### src/rtl/adp_pkg.sv
package adp_pkg;
  localparam int BUS_W = 16;

  // control word bit positions (the host software decodes these)
  localparam int CTL_ADEN = 0;
  localparam int CTL_NRES = 1;
  localparam int CTL_REN  = 7;
  localparam int CTL_FM   = 15;

  localparam logic [BUS_W-1:0] ID_FIRST  = 16'h4D41;
  localparam logic [BUS_W-1:0] ID_SECOND = 16'h5253;

  typedef enum logic [1:0] {
    RG_WIN  = 2'd0,
    RG_ID   = 2'd1,
    RG_IO   = 2'd2,
    RG_NONE = 2'd3
  } region_e;

  typedef enum logic [1:0] {
    WS_CTRL  = 2'd0,
    WS_DREQ  = 2'd1,
    WS_COMM  = 2'd2,
    WS_OTHER = 2'd3
  } winsel_e;
endpackage

### src/rtl/adp_decode.sv
module adp_decode
  import adp_pkg::*;
#(
  parameter int ADDR_W     = 16,
  parameter int WIN_BASE   = 'h5100,
  parameter int WIN_BYTES  = 64,
  parameter int SUB_BASE   = 'h5000,
  parameter int SUB_BYTES  = 1024,
  parameter int ID_BASE    = 'h30EC,
  parameter int DREQ_OFF   = 'h10,
  parameter int COMM_OFF   = 'h20,
  parameter int COMM_BYTES = 16
) (
  input  logic [ADDR_W-1:0]                   addr,
  input  logic                                aden,
  output region_e                             region,
  output winsel_e                             winsel,
  output logic [$clog2(COMM_BYTES/2)-1:0]     comm_idx
);
  localparam int WIN_IDX_W  = $clog2(WIN_BYTES);
  localparam int COMM_IDX_W = $clog2(COMM_BYTES/2);
  localparam int ID_BYTES   = 4;

  localparam logic [ADDR_W-1:0] WIN_B   = ADDR_W'(WIN_BASE);
  localparam logic [ADDR_W-1:0] WIN_LIM = ADDR_W'(WIN_BYTES);
  localparam logic [ADDR_W-1:0] SUB_B   = ADDR_W'(SUB_BASE);
  localparam logic [ADDR_W-1:0] SUB_LIM = ADDR_W'(SUB_BYTES);
  localparam logic [ADDR_W-1:0] ID_B    = ADDR_W'(ID_BASE);
  localparam logic [ADDR_W-1:0] ID_LIM  = ADDR_W'(ID_BYTES);

  localparam logic [WIN_IDX_W-1:0] DREQ_O = WIN_IDX_W'(DREQ_OFF);
  localparam logic [WIN_IDX_W-1:0] COMM_O = WIN_IDX_W'(COMM_OFF);
  localparam logic [WIN_IDX_W:0]   COMM_E = (WIN_IDX_W+1)'(COMM_OFF + COMM_BYTES);

  logic [ADDR_W-1:0]    rel_win, rel_sub, rel_id;
  logic                 in_win, in_sub, in_id;
  logic [WIN_IDX_W-1:0] win_off;

  assign rel_win = addr - WIN_B;
  assign rel_sub = addr - SUB_B;
  assign rel_id  = addr - ID_B;
  assign in_win  = rel_win < WIN_LIM;
  assign in_sub  = rel_sub < SUB_LIM;
  assign in_id   = rel_id  < ID_LIM;
  assign win_off = rel_win[WIN_IDX_W-1:0];

  // mailbox is aligned to its own size, so the low offset bits index it
  assign comm_idx = win_off[COMM_IDX_W:1];

  always_comb begin
    if (in_id)
      region = RG_ID;
    else if (in_win)
      region = RG_WIN;
    else if (aden && !in_sub)
      region = RG_IO;
    else
      region = RG_NONE;
  end

  always_comb begin
    if (win_off[WIN_IDX_W-1:1] == '0)
      winsel = WS_CTRL;
    else if (win_off[WIN_IDX_W-1:1] == DREQ_O[WIN_IDX_W-1:1])
      winsel = WS_DREQ;
    else if (win_off >= COMM_O && {1'b0, win_off} < COMM_E)
      winsel = WS_COMM;
    else
      winsel = WS_OTHER;
  end
endmodule

### src/rtl/adp_ctrl_reg.sv
module adp_ctrl_reg
  import adp_pkg::*;
(
  input  logic             clk,
  input  logic             rst,
  input  logic             wr,
  input  logic             byte_acc,
  input  logic             odd,
  input  logic             d_fm_word,
  input  logic             d_fm_byte,
  input  logic             d_nres,
  input  logic             d_aden,
  output logic [BUS_W-1:0] ctrl_word,
  output logic             aden,
  output logic             slave_reset,
  output logic             startup
);
  logic fm_q, nres_q, aden_q;
  logic fm_d, nres_d, aden_d, rst_d, st_d;
  logic take_en;

  always_comb begin
    fm_d    = fm_q;
    nres_d  = nres_q;
    aden_d  = aden_q;
    rst_d   = 1'b0;
    st_d    = 1'b0;
    take_en = byte_acc ? (odd & d_aden) : d_aden;
    if (wr) begin
      if (!aden_q) begin
        // locked phase: only the enable bit is honoured
        if (take_en) begin
          aden_d = 1'b1;
          st_d   = 1'b1;
          nres_d = d_nres;          // reset bit forced low, then loaded
          rst_d  = d_nres;
          if (!byte_acc)
            fm_d = d_fm_word;
        end
      end else begin
        if (!byte_acc) begin
          fm_d   = d_fm_word;
          nres_d = d_nres;
        end else if (!odd) begin
          fm_d = d_fm_byte;
        end else begin
          nres_d = d_nres;
        end
        rst_d = !nres_q && nres_d;
      end
    end
  end

  always_ff @(posedge clk) begin
    if (rst) begin
      fm_q        <= 1'b0;
      nres_q      <= 1'b1;
      aden_q      <= 1'b0;
      slave_reset <= 1'b0;
      startup     <= 1'b0;
    end else begin
      fm_q        <= fm_d;
      nres_q      <= nres_d;
      aden_q      <= aden_d;
      slave_reset <= rst_d;
      startup     <= st_d;
    end
  end

  always_comb begin
    ctrl_word           = '0;
    ctrl_word[CTL_ADEN] = aden_q;
    ctrl_word[CTL_NRES] = nres_q;
    ctrl_word[CTL_REN]  = 1'b1;
    ctrl_word[CTL_FM]   = fm_q;
  end

  assign aden = aden_q;

  a_r3_aden_sticky: assert property (@(posedge clk) disable iff (rst)
    aden_q |=> aden_q);
  a_r3_startup_once: assert property (@(posedge clk) disable iff (rst)
    startup |-> (aden_q && !$past(aden_q)));
  a_r4_pulse_single: assert property (@(posedge clk) disable iff (rst)
    slave_reset |=> !slave_reset);
  a_r4_pulse_on_rise: assert property (@(posedge clk) disable iff (rst)
    slave_reset |-> (nres_q && (startup || !$past(nres_q))));
  a_r2_ctrl_frozen: assert property (@(posedge clk) disable iff (rst)
    !aden_q |-> (!fm_q && nres_q));
endmodule

### src/rtl/adp_comm_ram.sv
module adp_comm_ram #(
  parameter int WORDS = 8,
  parameter int DW    = 16
) (
  input  logic                       clk,
  input  logic                       we_hi,
  input  logic                       we_lo,
  input  logic [$clog2(WORDS)-1:0]   addr,
  input  logic [DW-1:0]              wdata,
  output logic [DW-1:0]              rdata
);
  localparam int HALF = DW / 2;

  logic [DW-1:0] mem [WORDS];

  initial begin
    for (int i = 0; i < WORDS; i++)
      mem[i] = '0;
  end

  always_ff @(posedge clk) begin
    if (we_hi)
      mem[addr][DW-1:HALF] <= wdata[DW-1:HALF];
    if (we_lo)
      mem[addr][HALF-1:0] <= wdata[HALF-1:0];
    rdata <= mem[addr];
  end
endmodule

### src/rtl/adp_sysreg.sv
module adp_sysreg
  import adp_pkg::*;
#(
  parameter int ADDR_W     = 16,
  parameter int WIN_BASE   = 'h5100,
  parameter int WIN_BYTES  = 64,
  parameter int SUB_BASE   = 'h5000,
  parameter int SUB_BYTES  = 1024,
  parameter int ID_BASE    = 'h30EC,
  parameter int DREQ_OFF   = 'h10,
  parameter int COMM_OFF   = 'h20,
  parameter int COMM_BYTES = 16
) (
  input  logic              clk,
  input  logic              rst,
  input  logic              bus_req,
  input  logic              bus_we,
  input  logic              bus_byte,
  input  logic [ADDR_W-1:0] bus_addr,
  input  logic [15:0]       bus_wdata,
  output logic [15:0]       bus_rdata,
  output logic              bus_rvalid,
  output logic              bus_unmapped,
  output logic              io_req,
  output logic              io_we,
  output logic              io_byte,
  output logic [ADDR_W-1:0] io_addr,
  output logic [15:0]       io_wdata,
  input  logic [15:0]       io_rdata,
  output logic              slave_reset,
  output logic              adapter_startup
);
  localparam int COMM_WORDS = COMM_BYTES / 2;
  localparam int COMM_IDX_W = $clog2(COMM_WORDS);
  localparam int HALF       = BUS_W / 2;

  region_e               region;
  winsel_e               winsel;
  logic [COMM_IDX_W-1:0] comm_idx;
  logic                  aden;
  logic [BUS_W-1:0]      ctrl_word;
  logic [BUS_W-1:0]      dreq_q;
  logic [BUS_W-1:0]      lane_data;
  logic [BUS_W-1:0]      comm_q;
  logic                  rd, wr, win_wr, lane_hi, lane_lo;
  logic                  ctrl_wr, dreq_wr, comm_wr;

  adp_decode #(
    .ADDR_W(ADDR_W), .WIN_BASE(WIN_BASE), .WIN_BYTES(WIN_BYTES),
    .SUB_BASE(SUB_BASE), .SUB_BYTES(SUB_BYTES), .ID_BASE(ID_BASE),
    .DREQ_OFF(DREQ_OFF), .COMM_OFF(COMM_OFF), .COMM_BYTES(COMM_BYTES)
  ) u_decode (
    .addr(bus_addr), .aden(aden), .region(region), .winsel(winsel),
    .comm_idx(comm_idx)
  );

  assign rd        = bus_req && !bus_we;
  assign wr        = bus_req && bus_we;
  assign win_wr    = wr && (region == RG_WIN);
  assign lane_hi   = !bus_byte || !bus_addr[0];
  assign lane_lo   = !bus_byte || bus_addr[0];
  assign lane_data = bus_byte ? {bus_wdata[HALF-1:0], bus_wdata[HALF-1:0]} : bus_wdata;
  assign ctrl_wr   = win_wr && (winsel == WS_CTRL);
  assign dreq_wr   = win_wr && (winsel == WS_DREQ) && aden;
  assign comm_wr   = win_wr && (winsel == WS_COMM);

  adp_ctrl_reg u_ctrl (
    .clk(clk), .rst(rst), .wr(ctrl_wr), .byte_acc(bus_byte), .odd(bus_addr[0]),
    .d_fm_word(bus_wdata[CTL_FM]), .d_fm_byte(bus_wdata[HALF-1]),
    .d_nres(bus_wdata[CTL_NRES]), .d_aden(bus_wdata[CTL_ADEN]),
    .ctrl_word(ctrl_word), .aden(aden), .slave_reset(slave_reset),
    .startup(adapter_startup)
  );

  // length register: low two bits never stored
  always_ff @(posedge clk) begin
    if (rst) begin
      dreq_q <= '0;
    end else if (dreq_wr) begin
      if (lane_hi)
        dreq_q[BUS_W-1:HALF] <= lane_data[BUS_W-1:HALF];
      if (lane_lo)
        dreq_q[HALF-1:0] <= {lane_data[HALF-1:2], 2'b00};
    end
  end

  adp_comm_ram #(.WORDS(COMM_WORDS), .DW(BUS_W)) u_comm (
    .clk(clk), .we_hi(comm_wr && lane_hi), .we_lo(comm_wr && lane_lo),
    .addr(comm_idx), .wdata(lane_data), .rdata(comm_q)
  );

  // pass-through port
  assign io_req   = bus_req && (region == RG_IO);
  assign io_we    = bus_we;
  assign io_byte  = bus_byte;
  assign io_addr  = bus_addr;
  assign io_wdata = bus_wdata;

  // read return path
  logic [BUS_W-1:0] side_d, side_q, word_q;
  logic             r_valid, r_unm, r_comm, r_raw, r_byte, r_hi, r_dreq;

  always_comb begin
    side_d = '0;
    case (region)
      RG_WIN: begin
        if (winsel == WS_CTRL)
          side_d = ctrl_word;
        else if (winsel == WS_DREQ)
          side_d = dreq_q;
      end
      RG_ID:   side_d = bus_addr[1] ? ID_SECOND : ID_FIRST;
      RG_IO:   side_d = io_rdata;
      default: side_d = '0;
    endcase
  end

  always_ff @(posedge clk) begin
    if (rst) begin
      r_valid <= 1'b0;
      r_unm   <= 1'b0;
      r_comm  <= 1'b0;
      r_raw   <= 1'b0;
      r_byte  <= 1'b0;
      r_hi    <= 1'b0;
      r_dreq  <= 1'b0;
      side_q  <= '0;
    end else begin
      r_valid <= rd;
      r_unm   <= rd && (region == RG_NONE);
      r_comm  <= rd && (region == RG_WIN) && (winsel == WS_COMM);
      r_raw   <= rd && (region == RG_IO);
      r_byte  <= bus_byte;
      r_hi    <= !bus_addr[0];
      r_dreq  <= rd && (region == RG_WIN) && (winsel == WS_DREQ) && lane_lo;
      side_q  <= rd ? side_d : '0;
    end
  end

  assign word_q = r_comm ? comm_q : side_q;

  always_comb begin
    if (!r_valid)
      bus_rdata = '0;
    else if (r_raw || !r_byte)
      bus_rdata = word_q;
    else
      bus_rdata = {{HALF{1'b0}}, r_hi ? word_q[BUS_W-1:HALF] : word_q[HALF-1:0]};
  end

  assign bus_rvalid   = r_valid;
  assign bus_unmapped = r_unm;

  a_r11_unmapped_zero: assert property (@(posedge clk) disable iff (rst)
    bus_unmapped |-> (bus_rvalid && bus_rdata == '0));
  a_r10_io_only_enabled: assert property (@(posedge clk) disable iff (rst)
    io_req |-> aden);
  a_r6_dreq_low_clear: assert property (@(posedge clk) disable iff (rst)
    r_dreq |-> (bus_rdata[1:0] == 2'b00));
  a_r12_rvalid_after_read: assert property (@(posedge clk) disable iff (rst)
    (bus_req && !bus_we) |=> bus_rvalid);
endmodule

### config.mk
export PLATFORM = sky130hd
export DESIGN_NAME = adp_sysreg
export DESIGN_NICKNAME = d
export VERILOG_FILES = /design/src/rtl/adp_pkg.sv /design/src/rtl/adp_decode.sv /design/src/rtl/adp_ctrl_reg.sv /design/src/rtl/adp_comm_ram.sv /design/src/rtl/adp_sysreg.sv
export SDC_FILE = /design/constraint.sdc
export NUM_CORES = 1
export LEC_CHECK = 0
export ABC_AREA = 1
export BUFFER_PORTS_ARGS = -buffer_cell sky130_fd_sc_hd__buf_2
export CAP_MARGIN = 20
export CORE_ASPECT_RATIO = 1.1
export CORE_MARGIN = 2
export CORE_UTILIZATION = 62
export CTS_CLUSTER_DIAMETER = 60
export DETAILED_ROUTE_END_ITERATION = 16
export HOLD_SLACK_MARGIN = 0.08
export MAX_ROUTING_LAYER = met4
export PLACE_DENSITY = 0.85
export REMOVE_ABC_BUFFERS = 1
export SYNTH_ARGS = -nofsm -noshare
export SYNTH_HDL_FRONTEND = slang
export SYNTH_SLANG_ARGS = --single-unit
### constraint.sdc
create_clock -name clk -period 3.1 [get_ports clk]
set_clock_uncertainty 0.2 [all_clocks]
set_input_delay 0.31 -clock clk [delete_from_list [all_inputs] [get_ports clk]]
set_output_delay 0.31 -clock clk [all_outputs]
set_load 0.005 [all_outputs]
==> results of run 1 <==
-- critical path, delay by kind of cell --
kind	cells	cell delay, ns
buffers and inverters	7	1.27
AND/OR/NAND/NOR	9	0.89
-- power by group through the flow --
stage	logic (mW)	registers (mW)	clock network (mW)
after floorplan	0.119	2.72	0
final	0.340	2.68	2.11
after CTS	0.327	2.68	2.10
after global routing	0.361	2.68	2.20
after detailed placement	0.296	2.73	0
after global placement	0.288	2.73	0
-- final timing paths --
path	startpoint	end	slack [ns]	cells after the start
hold reg to reg	dreq_q[15]	dreq_q[15]	0.28	2
setup / recovery	bus_addr[5]	io_req	0.10	16
setup reg to reg	u_ctrl.aden	side_q[10]	0.85	7
hold / removal	io_rdata[6]	side_q[6]	0.15	5
-- layout by cell type, fill, tap and decap left out, types with 8 or more instances in the layout --
master and count:
sky130_fd_sc_hd__clkbuf_16 19, sky130_fd_sc_hd__nor2_1 84, sky130_fd_sc_hd__mux2_2 8, sky130_fd_sc_hd__inv_1 66
sky130_fd_sc_hd__dlygate4sd3_1 29, sky130_fd_sc_hd__a221oi_1 16, sky130_fd_sc_hd__buf_2 107, sky130_fd_sc_hd__nand4_1 28
sky130_fd_sc_hd__a22oi_1 14, sky130_fd_sc_hd__dfxtp_1 57, sky130_fd_sc_hd__nand2_1 133, sky130_fd_sc_hd__o21ai_0 33
sky130_fd_sc_hd__edfxtp_1 128, sky130_fd_sc_hd__buf_4 21, sky130_fd_sc_hd__mux2i_1 8, sky130_fd_sc_hd__nand3_1 36
sky130_fd_sc_hd__a21oi_1 22
-- what timing repair did --
item / 4_1_cts / 5_1_grt
endpoints found under the hold margin: 87 / 0
setup endpoints to repair: 0 / 1
hold buffers: 29 / 0
gates resized for setup: 0 / 1
buffers inserted: 0 / 0
-- logic make-up after synthesis --
logic type,after synthesis
simple gates,300
compound gates,101
buf+inv,124
mux,16
flops,185
-- final cells by class --
class / count / share of cell area (%)
multi-input combinational: 417 / 23.69
inverter: 69 / 2.825
tap: 154 / 2.102
sequential: 185 / 54.37
timing repair buffer: 157 / 10.73
clock buffer: 21 / 5.377
clock inverter: 11 / 0.9143
-- state kept, by name (all words and copies together), names as in the netlist, 14 cells and up --
signal / cells
side_q: 16
u_comm.mem: 128
dreq_q: 14
u_comm.rdata: 16
-- layer usage --
| layer | track usage [%] | wire, um | up-vias |
|---|---|---|---|
| met5 | - | 0 | - |
| met4 | 15.47 | 1163 | 0 |
| met3 | 9.291 | 2974 | 133 |
| met2 | 54.79 | 10460 | 584 |
| met1 | 42.07 | 7716 | 2906 |
| li1 | - | - | 2735 |
==> results.toml, run 1 <==
[status]
run_status = "completed"

[floorplanning]
initial_utilization_pct = 63.98
dieArea_um2 = 13440
die_width_um = 110.7
coreArea_um2 = 12140
die_height_um = 121.4
std_cell_rows = 42
ioPinCount = 108

[sta]
finalHoldViolations = 0
slew_violations = 0
setup_viol = 0
layout_min_cycle_time_ns = 2.997
setup-tns-final_ns = 0
timing.hold.ws_ns = 0.1491
rsz_0062_raised_after_global_routing = "no"
fin_ws_ns = 0.1029
post-route-period-util_pct = 96.68
max_freq_ghz = 0.3337
worstMarginPinSlew_ns = 0.8495
slew_headroom_pct = 43.16

[cts]
max-clock-path-buffers = 2
clock-root-buffer = "sky130_fd_sc_hd__clkbuf_16"
numCtsBuffers = 17
htree_levels = 4
worst_skew_pair.late_latency_ns = 0.43
tritoncts = "yes"
clkSinkCount = 185
post_cts_clock_slew_at_the_launch_and_capture_registers_of_the_worst_setup_and_hold_paths_ns = 0.07

[logic_synthesis]
synthesis.instances = 726
yosysUniqueCellTypes = 34
avgSynthCellArea_um2 = 10.70
synth.mux.area_fraction_pct = 2.191
synth_top_flop_cell = "sky130_fd_sc_hd__edfxtp_1"
synth-adder-area-share_pct = 0
synth.cell_area_um2 = 7766
synth.top_cells.by_area = "sky130_fd_sc_hd__edfxtp_1, sky130_fd_sc_hd__dfxtp_1, sky130_fd_sc_hd__nand2_1, sky130_fd_sc_hd__nor2_1, sky130_fd_sc_hd__buf_4"
most_frequent_cell_after_synthesis = "sky130_fd_sc_hd__nand2_1"
synth-warning-count = 0
synth-seq-cells = 185
synth.yosys.seq_area_share_pct = 64.19
yosys.area_share.simple_pct = 17.54
post_synth_xor_area_fraction_pct = 0
post_synth_most_frequent_cells = "sky130_fd_sc_hd__nand2_1, sky130_fd_sc_hd__edfxtp_1, sky130_fd_sc_hd__nor2_1, sky130_fd_sc_hd__inv_1, sky130_fd_sc_hd__dfxtp_1"
synth-edff-count = 128
synth-compound-area-share_pct = 8.168
combinational_family_with_the_most_area_after_synthesis = "simple AND/OR/NAND/NOR gates"
synthDominantCellAreaShare_pct = 49.49
synth_async_sr_flop_share_pct = 0
synth_top_area_cell = "sky130_fd_sc_hd__edfxtp_1"

[detailed_routing]
drt_wl_total_um = 22310
routed_length_per_placed_instance_um = 22.00
vias = 6358
count_of_unresolved_drc_violations_after_routing = 0
antenna_left = 0
router_iterations_before_antenna_repair = 7
drt-initial-drc-count = 1088
via_per_inst = 6.270

[layout]
antenna-diode-count = 0
instances_no_fill = 1014
nets_final = 900
stdcell_area_um2 = 9169
post-route-util_pct = 75.53
final.fill_count = 720
syn2layout_area_growth_pct = 18.06
sequential_cell_area_um2 = 4985
multi_input_comb_area_um2 = 2172
drive_gt1_share_pct = 21.28

[placed_design]
routabilityCongestion = 1.057
placed_cells_incl_taps = 953
place_area_um2 = 8297
detailed_place_hpwl_um = 14470
count_of_input_and_output_buffers = 107
post-place-ws_ns = 0.5384

[global_route]
maximum_number_of_pins_on_one_net_before_global_route_repair = 18
grt_first_pass_wirelength_um = 33560
track_usage_pct = 34.52
grt_overflow = 0
initial_antenna_violation_count = 0
vias_in_the_first_global_route = 6007

[setup_path]
worstPathArrival_ns = 2.49
critPathKind = "input pin to output pin"
critPathCaptureType = "output pin"
worst-path-max-fanout = 13
critical-path-max-stage-delay_ns = 0.51
crit_top_cell = "sky130_fd_sc_hd__nand2_1"
worstPathRequired_ns = 2.59
critical-path-slowest-cell = "sky130_fd_sc_hd__dlygate4sd3_1"
critical_path.cell_chain = "dlygate4sd3_1 > buf_2 > nand2_1 > inv_1 > nand2_1 > inv_1 > nand2_1 > nand2_1 > nand2_1 > nand4_1 > buf_4 > nand2_1 > nor2_4 > inv_1 > nor2_1 > buf_2"
startpoint_type = "input pin"

[power_and_ir_drop]
power.share.combinational_pct = 6.6
netSwitchingFraction_pct = 23.10
switchingPower_mw = 1.183
p_seq_share_pct = 52.3
worst_ir_drop_vdd_v = 0.0003912
p_total_mw = 5.121
clockPowerShare_pct = 41.1
p_int_mw = 3.938
power_leakage_nw = 3.700
pwr_density_cell_nw_per_um2 = 558.5

[worst_hold_path]
timing.hold.worst.class = "input pin to flop"

[flow_run]
maxCapViolations = 0
No activity file was read; power rests on OpenSTA's default activity.
==> inputs of run 2 (changes only) <==
--- a/config.mk
+++ b/config.mk
@@ -16,7 +16,9 @@
 export HOLD_SLACK_MARGIN = 0.08
 export MAX_ROUTING_LAYER = met4
 export PLACE_DENSITY = 0.85
+export RECOVER_POWER = 25
 export REMOVE_ABC_BUFFERS = 1
+export SLEW_MARGIN = 20
 export SYNTH_ARGS = -nofsm -noshare
 export SYNTH_HDL_FRONTEND = slang
 export SYNTH_SLANG_ARGS = --single-unit
==> run 2 against run 1 <==
  * Via count down 0.46%
  * Global-route usage unchanged
  * First-iteration DRC count down 2.6%
  * Utilization down 0.32 points
  * Final area down 0.42%
==> results.toml, run 2 (synthesis gave the netlist of run 1 again) <==
[detailed_routing]
vias = 6329
via_per_inst = 6.242
router_iterations_before_antenna_repair = 7
drt_wl_total_um = 22210
antenna_left = 0
routed_length_per_placed_instance_um = 21.90
drt-initial-drc-count = 1060
count_of_unresolved_drc_violations_after_routing = 0

[setup_path]
setup.reg_to_reg.worst_slack_ns = 0.86
worstPathArrival_ns = 2.49
setup.worst_path.start = "bus_addr[5]"
critical-path-slowest-cell = "sky130_fd_sc_hd__dlygate4sd3_1"
critPathTopFamily = "buffers and inverters"
critical_path.cell_chain = "dlygate4sd3_1 > buf_2 > nand2_1 > inv_1 > nand2_1 > inv_1 > nand2_1 > nand2_1 > nand2_1 > nand4_1 > buf_4 > nand2_1 > nor2_4 > inv_1 > nor2_1 > buf_2"
worstPathRequired_ns = 2.59
timing.critical_path.depth = 16
cp-endpoint = "io_req"
crit_top_cell = "sky130_fd_sc_hd__nand2_1"
startpoint_type = "input pin"
critPathCaptureType = "output pin"
critical_path.reg2reg.endpoint = "side_q[10]"
worst-path-max-fanout = 13
critical-path-max-stage-delay_ns = 0.51
rr_worst_depth = 7
critPathKind = "input pin to output pin"
crit_buf_inv = 7
timing.rr.start = "u_ctrl.aden"

[global_route]
vias_in_the_first_global_route = 6007
grt_overflow = 0
initial_antenna_violation_count = 0
track_usage_pct = 34.52
maximum_number_of_pins_on_one_net_before_global_route_repair = 18
grt_first_pass_wirelength_um = 33560

[layout]
stdcell_area_um2 = 9130
most_common_library_cell_in_the_layout_ignoring_fill_and_taps = "sky130_fd_sc_hd__nand2_1"
nets_final = 900
instances_no_fill = 1014
max_ffs_per_register = 128
layout.cells.most_common_list = "sky130_fd_sc_hd__nand2_1, sky130_fd_sc_hd__edfxtp_1, sky130_fd_sc_hd__nor2_1, sky130_fd_sc_hd__buf_2, sky130_fd_sc_hd__inv_1"
antenna-diode-count = 0
final.fill_count = 737
drive_gt1_share_pct = 18.14
syn2layout_area_growth_pct = 17.56
largest_registers = "u_comm.mem (128), side_q (16), u_comm.rdata (16)"
max_flop_register = "u_comm.mem"

[power_and_ir_drop]
power_leakage_nw = 3.622
worst_ir_drop_vdd_v = 0.0003894
pwr_density_cell_nw_per_um2 = 559.6

[cts]
max-clock-path-buffers = 2
post_cts_clock_slew_at_the_launch_and_capture_registers_of_the_worst_setup_and_hold_paths_ns = 0.07
tritoncts = "yes"
clkSinkCount = 185
clock-root-buffer = "sky130_fd_sc_hd__clkbuf_16"
numCtsBuffers = 17
htree_levels = 4
worst_skew_pair.late_latency_ns = 0.43

[floorplanning]
std_cell_rows = 42
coreArea_um2 = 12140
initial_utilization_pct = 63.98
die_width_um = 110.7
ioPinCount = 108
die_height_um = 121.4
dieArea_um2 = 13440

[placed_design]
routabilityCongestion = 1.057
count_of_input_and_output_buffers = 107
post-place-ws_ns = 0.5384
detailed_place_hpwl_um = 14470
placed_cells_incl_taps = 953
place_area_um2 = 8297

[sta]
fin_ws_ns = 0.09801
post-route-period-util_pct = 96.84
timing.hold.ws_ns = 0.1549
max_freq_ghz = 0.3331
rsz_0062_raised_after_global_routing = "no"
worstMarginPinSlew_ns = 0.8563
layout_min_cycle_time_ns = 3.002
slew_headroom_pct = 42.71
finalHoldViolations = 0
slew_violations = 0
setup-tns-final_ns = 0
setup_viol = 0

[worst_hold_path]
timing.hold.worst.class = "input pin to flop"

[status]
run_status = "completed"

[flow_run]
maxCapViolations = 0
## run 2: changes by cell type in the layout (fill, tap and decap cells not counted)
cell | before | now
sky130_fd_sc_hd__clkbuf_1 | 1 | 28
sky130_fd_sc_hd__buf_4 | 21 | 19
sky130_fd_sc_hd__buf_2 | 107 | 82
## run 2: area by class of cell
class                   instances  area [um2]  area share [%]
multi-input cells             417        2172           23.79
clock inverters                11       83.83          0.9182
flip-flops and latches        185        4985           54.60
inverters                      69       259.0           2.837
well taps                     154       192.7           2.110
clock buffers                  21       493.0           5.399
repair buffers                157       944.7           10.35
## run 2: metal layers
layer | track usage [%] | wire length (um) | part of all wire (%) | up-vias
met4 | 15.47 | 1236 | 5.6 | 0
met2 | 54.79 | 10360 | 47 | 567
met1 | 42.07 | 7746 | 35 | 2886
li1 | - | - | - | 2738
met5 | - | 0 | 0 | -
met3 | 9.291 | 2860 | 13 | 138
## run 2: timing repair
action,CTS,global route
gates resized for setup,0,1
endpoints found under the hold margin,87,0
buffers inserted,0,0
hold buffers,29,0
endpoints found under the setup margin,0,1
## run 2: worst min-delay path, delay by kind of cell
family          cells  cell delay, ns
compound gates      2            0.19
simple gates        1            0.07
buf+inv             2            0.15
## run 2: worst min path at each step
stage                      from         endpoint  slack [ns]  depth (start not counted)
3_3_place_gp   u_comm.mem[0][3]  u_comm.rdata[3]        0.25                          2
2_1_floorplan               rst             r_hi        0.18                          1
3_5_place_dp   u_comm.mem[3][3]  u_comm.rdata[3]        0.26                          2
5_1_grt             io_rdata[0]        side_q[0]        0.15                          5
6_report            io_rdata[0]        side_q[0]        0.15                          5
4_1_cts             io_rdata[6]        side_q[6]        0.11                          5
## run 2: where the power goes
group / internal, mW / switching [mW] / leakage, nW
combinational: 0.110 / 0.223 / 1.74
sequential: 2.67 / 0.0105 / 1.60
clock: 1.16 / 0.942 / 0.291
## run 2: per-stage QoR
step	utilization (%)	power, mW
after floorplan	-	2.844
after global placement	68.35	3.017
after detailed placement	68.35	3.026
after CTS	75.49	5.102
after global routing	75.21	5.235
final	75.21	5.109
==> inputs of run 3 (changes only) <==
==> constraint.sdc (replaced) <==
create_clock -name clk -period 3.8 [get_ports clk]
set_clock_uncertainty 0.2 [all_clocks]
set_input_delay 0.38 -clock clk [delete_from_list [all_inputs] [get_ports clk]]
set_output_delay 0.38 -clock clk [all_outputs]
set_load 0.005 [all_outputs]
==> run 3 against run 2 <==
  * Combinational power decreased by 26%
  * Sequential power fell by 19%
  * Utilization shrank 2.1 points
  * Hold slack lost 0.054 ns
  * Total power down 16%
  * Critical path type unchanged
==> results.toml, run 3 (synthesis gave the netlist of run 1 again) <==
[layout]
nets_final = 866
max_ffs_per_register = 128
layout.cells.most_common_list = "sky130_fd_sc_hd__nand2_1, sky130_fd_sc_hd__edfxtp_1, sky130_fd_sc_hd__nor2_1, sky130_fd_sc_hd__buf_2, sky130_fd_sc_hd__inv_1"
drive_gt1_share_pct = 17.19
stdcell_area_um2 = 8871
antenna-diode-count = 0
final.fill_count = 791
max_flop_register = "u_comm.mem"
most_common_library_cell_in_the_layout_ignoring_fill_and_taps = "sky130_fd_sc_hd__nand2_1"
syn2layout_area_growth_pct = 14.23
largest_registers = "u_comm.mem (128), side_q (16), u_comm.rdata (16)"

[global_route]
grt_overflow = 0
track_usage_pct = 31.35
maximum_number_of_pins_on_one_net_before_global_route_repair = 20
initial_antenna_violation_count = 0
vias_in_the_first_global_route = 5592
grt_first_pass_wirelength_um = 30550

[status]
run_status = "completed"

[detailed_routing]
drt_wl_total_um = 20150
routed_length_per_placed_instance_um = 20.56
antenna_left = 0
vias = 5968
drt-initial-drc-count = 866
count_of_unresolved_drc_violations_after_routing = 0
router_iterations_before_antenna_repair = 6
via_per_inst = 6.090

[setup_path]
worstPathRequired_ns = 3.22
critPathCaptureType = "output pin"
startpoint_type = "input pin"
critical-path-slowest-cell = "sky130_fd_sc_hd__nand4_1"
worst-path-max-fanout = 13
critical_path.cell_chain = "buf_2 > nand2_1 > nand2_1 > nand2_1 > inv_1 > nand2_1 > nand2_1 > nand2_1 > nand4_1 > nand2_1 > nor2_2 > inv_1 > nor2_1 > buf_2"
critical-path-max-stage-delay_ns = 0.35
worstPathArrival_ns = 2.46
critPathKind = "input pin to output pin"
crit_top_cell = "sky130_fd_sc_hd__nand2_1"

[sta]
setup-tns-final_ns = 0
max_freq_ghz = 0.3292
finalHoldViolations = 0
slew_headroom_pct = 44.25
timing.hold.ws_ns = 0.1007
rsz_0062_raised_after_global_routing = "no"
fin_ws_ns = 0.7623
setup_viol = 0
slew_violations = 0
worstMarginPinSlew_ns = 0.8332
post-route-period-util_pct = 79.94
layout_min_cycle_time_ns = 3.038

[cts]
htree_levels = 4
numCtsBuffers = 17
clkSinkCount = 185
post_cts_clock_slew_at_the_launch_and_capture_registers_of_the_worst_setup_and_hold_paths_ns = 0.07
ctsResizeCount = 0
worst_skew_pair.late_latency_ns = 0.43
postCtsSetupBuffers = 0
tritoncts = "yes"
max-clock-path-buffers = 2
clock-root-buffer = "sky130_fd_sc_hd__clkbuf_16"

[floorplanning]
std_cell_rows = 42
dieArea_um2 = 13440
die_width_um = 110.7
die_height_um = 121.4
ioPinCount = 108
initial_utilization_pct = 63.98
coreArea_um2 = 12140

[placed_design]
place_area_um2 = 8192
count_of_input_and_output_buffers = 107
routabilityCongestion = 1.072
detailed_place_hpwl_um = 14090
post-place-ws_ns = 0.7325

[power_and_ir_drop]
p_total_mw = 4.302
pwr_density_cell_nw_per_um2 = 485.0
power_leakage_nw = 3.483
worst_ir_drop_vdd_v = 0.0006010

[worst_hold_path]
timing.hold.worst.class = "input pin to flop"

[flow_run]
maxCapViolations = 0
==> run 3: area by class of cell <==
class / count / area, um2 / share of cell area [%]
repair buffers: 123 / 644.4 / 7.264
flip-flops and latches: 185 / 4985 / 56.19
multi-input cells: 417 / 2167 / 24.43
inverters: 69 / 259.0 / 2.920
clock inverters: 13 / 190.2 / 2.144
clock buffers: 19 / 432.9 / 4.880
well taps: 154 / 192.7 / 2.172
==> run 3: through the flow <==
| step | std cells | utilization (%) |
|---|---|---|
| after floorplan | 671 | - |
| after global placement | 939 | 67.48 |
| after detailed placement | 939 | 67.48 |
| after CTS | 980 | 73.36 |
| after global routing | 980 | 73.08 |
| final | 980 | 73.08 |
==> run 3: worst paths after layout <==
path,start,end,slack (ns),depth (start not counted)
setup / recovery,bus_addr[2],io_req,0.76,14
hold / removal,io_rdata[8],side_q[8],0.10,5
setup reg to reg,u_ctrl.aden,side_q[2],2.08,4
hold reg to reg,u_comm.mem[2][5],u_comm.rdata[5],0.27,2
==> run 3: critical path: cells and delay by family <==
family / cells / cell delay [ns]
simple gates: 10 / 1.57
buf+inv: 4 / 0.51
==> run 3: what timing repair did <==
item,4_1_cts,5_1_grt
setup endpoints to repair,0,0
hold buffers,9,0
endpoints found under the hold margin,10,0
==> run 3: layer usage <==
metal	vias to the layer above	wire length [um]	track usage (%)
li1	2664	-	-
met1	2792	7648	40.99
met2	444	9746	49.46
met3	68	2187	6.244
met4	0	569	11.72
met5	-	0	-
==> run 3: power by group <==
group,internal [mW],leakage [nW],switching (mW)
clock,1.11,0.298,0.761
combinational,0.0754,1.59,0.173
sequential,2.18,1.60,0.00906
total,3.36,3.48,0.943
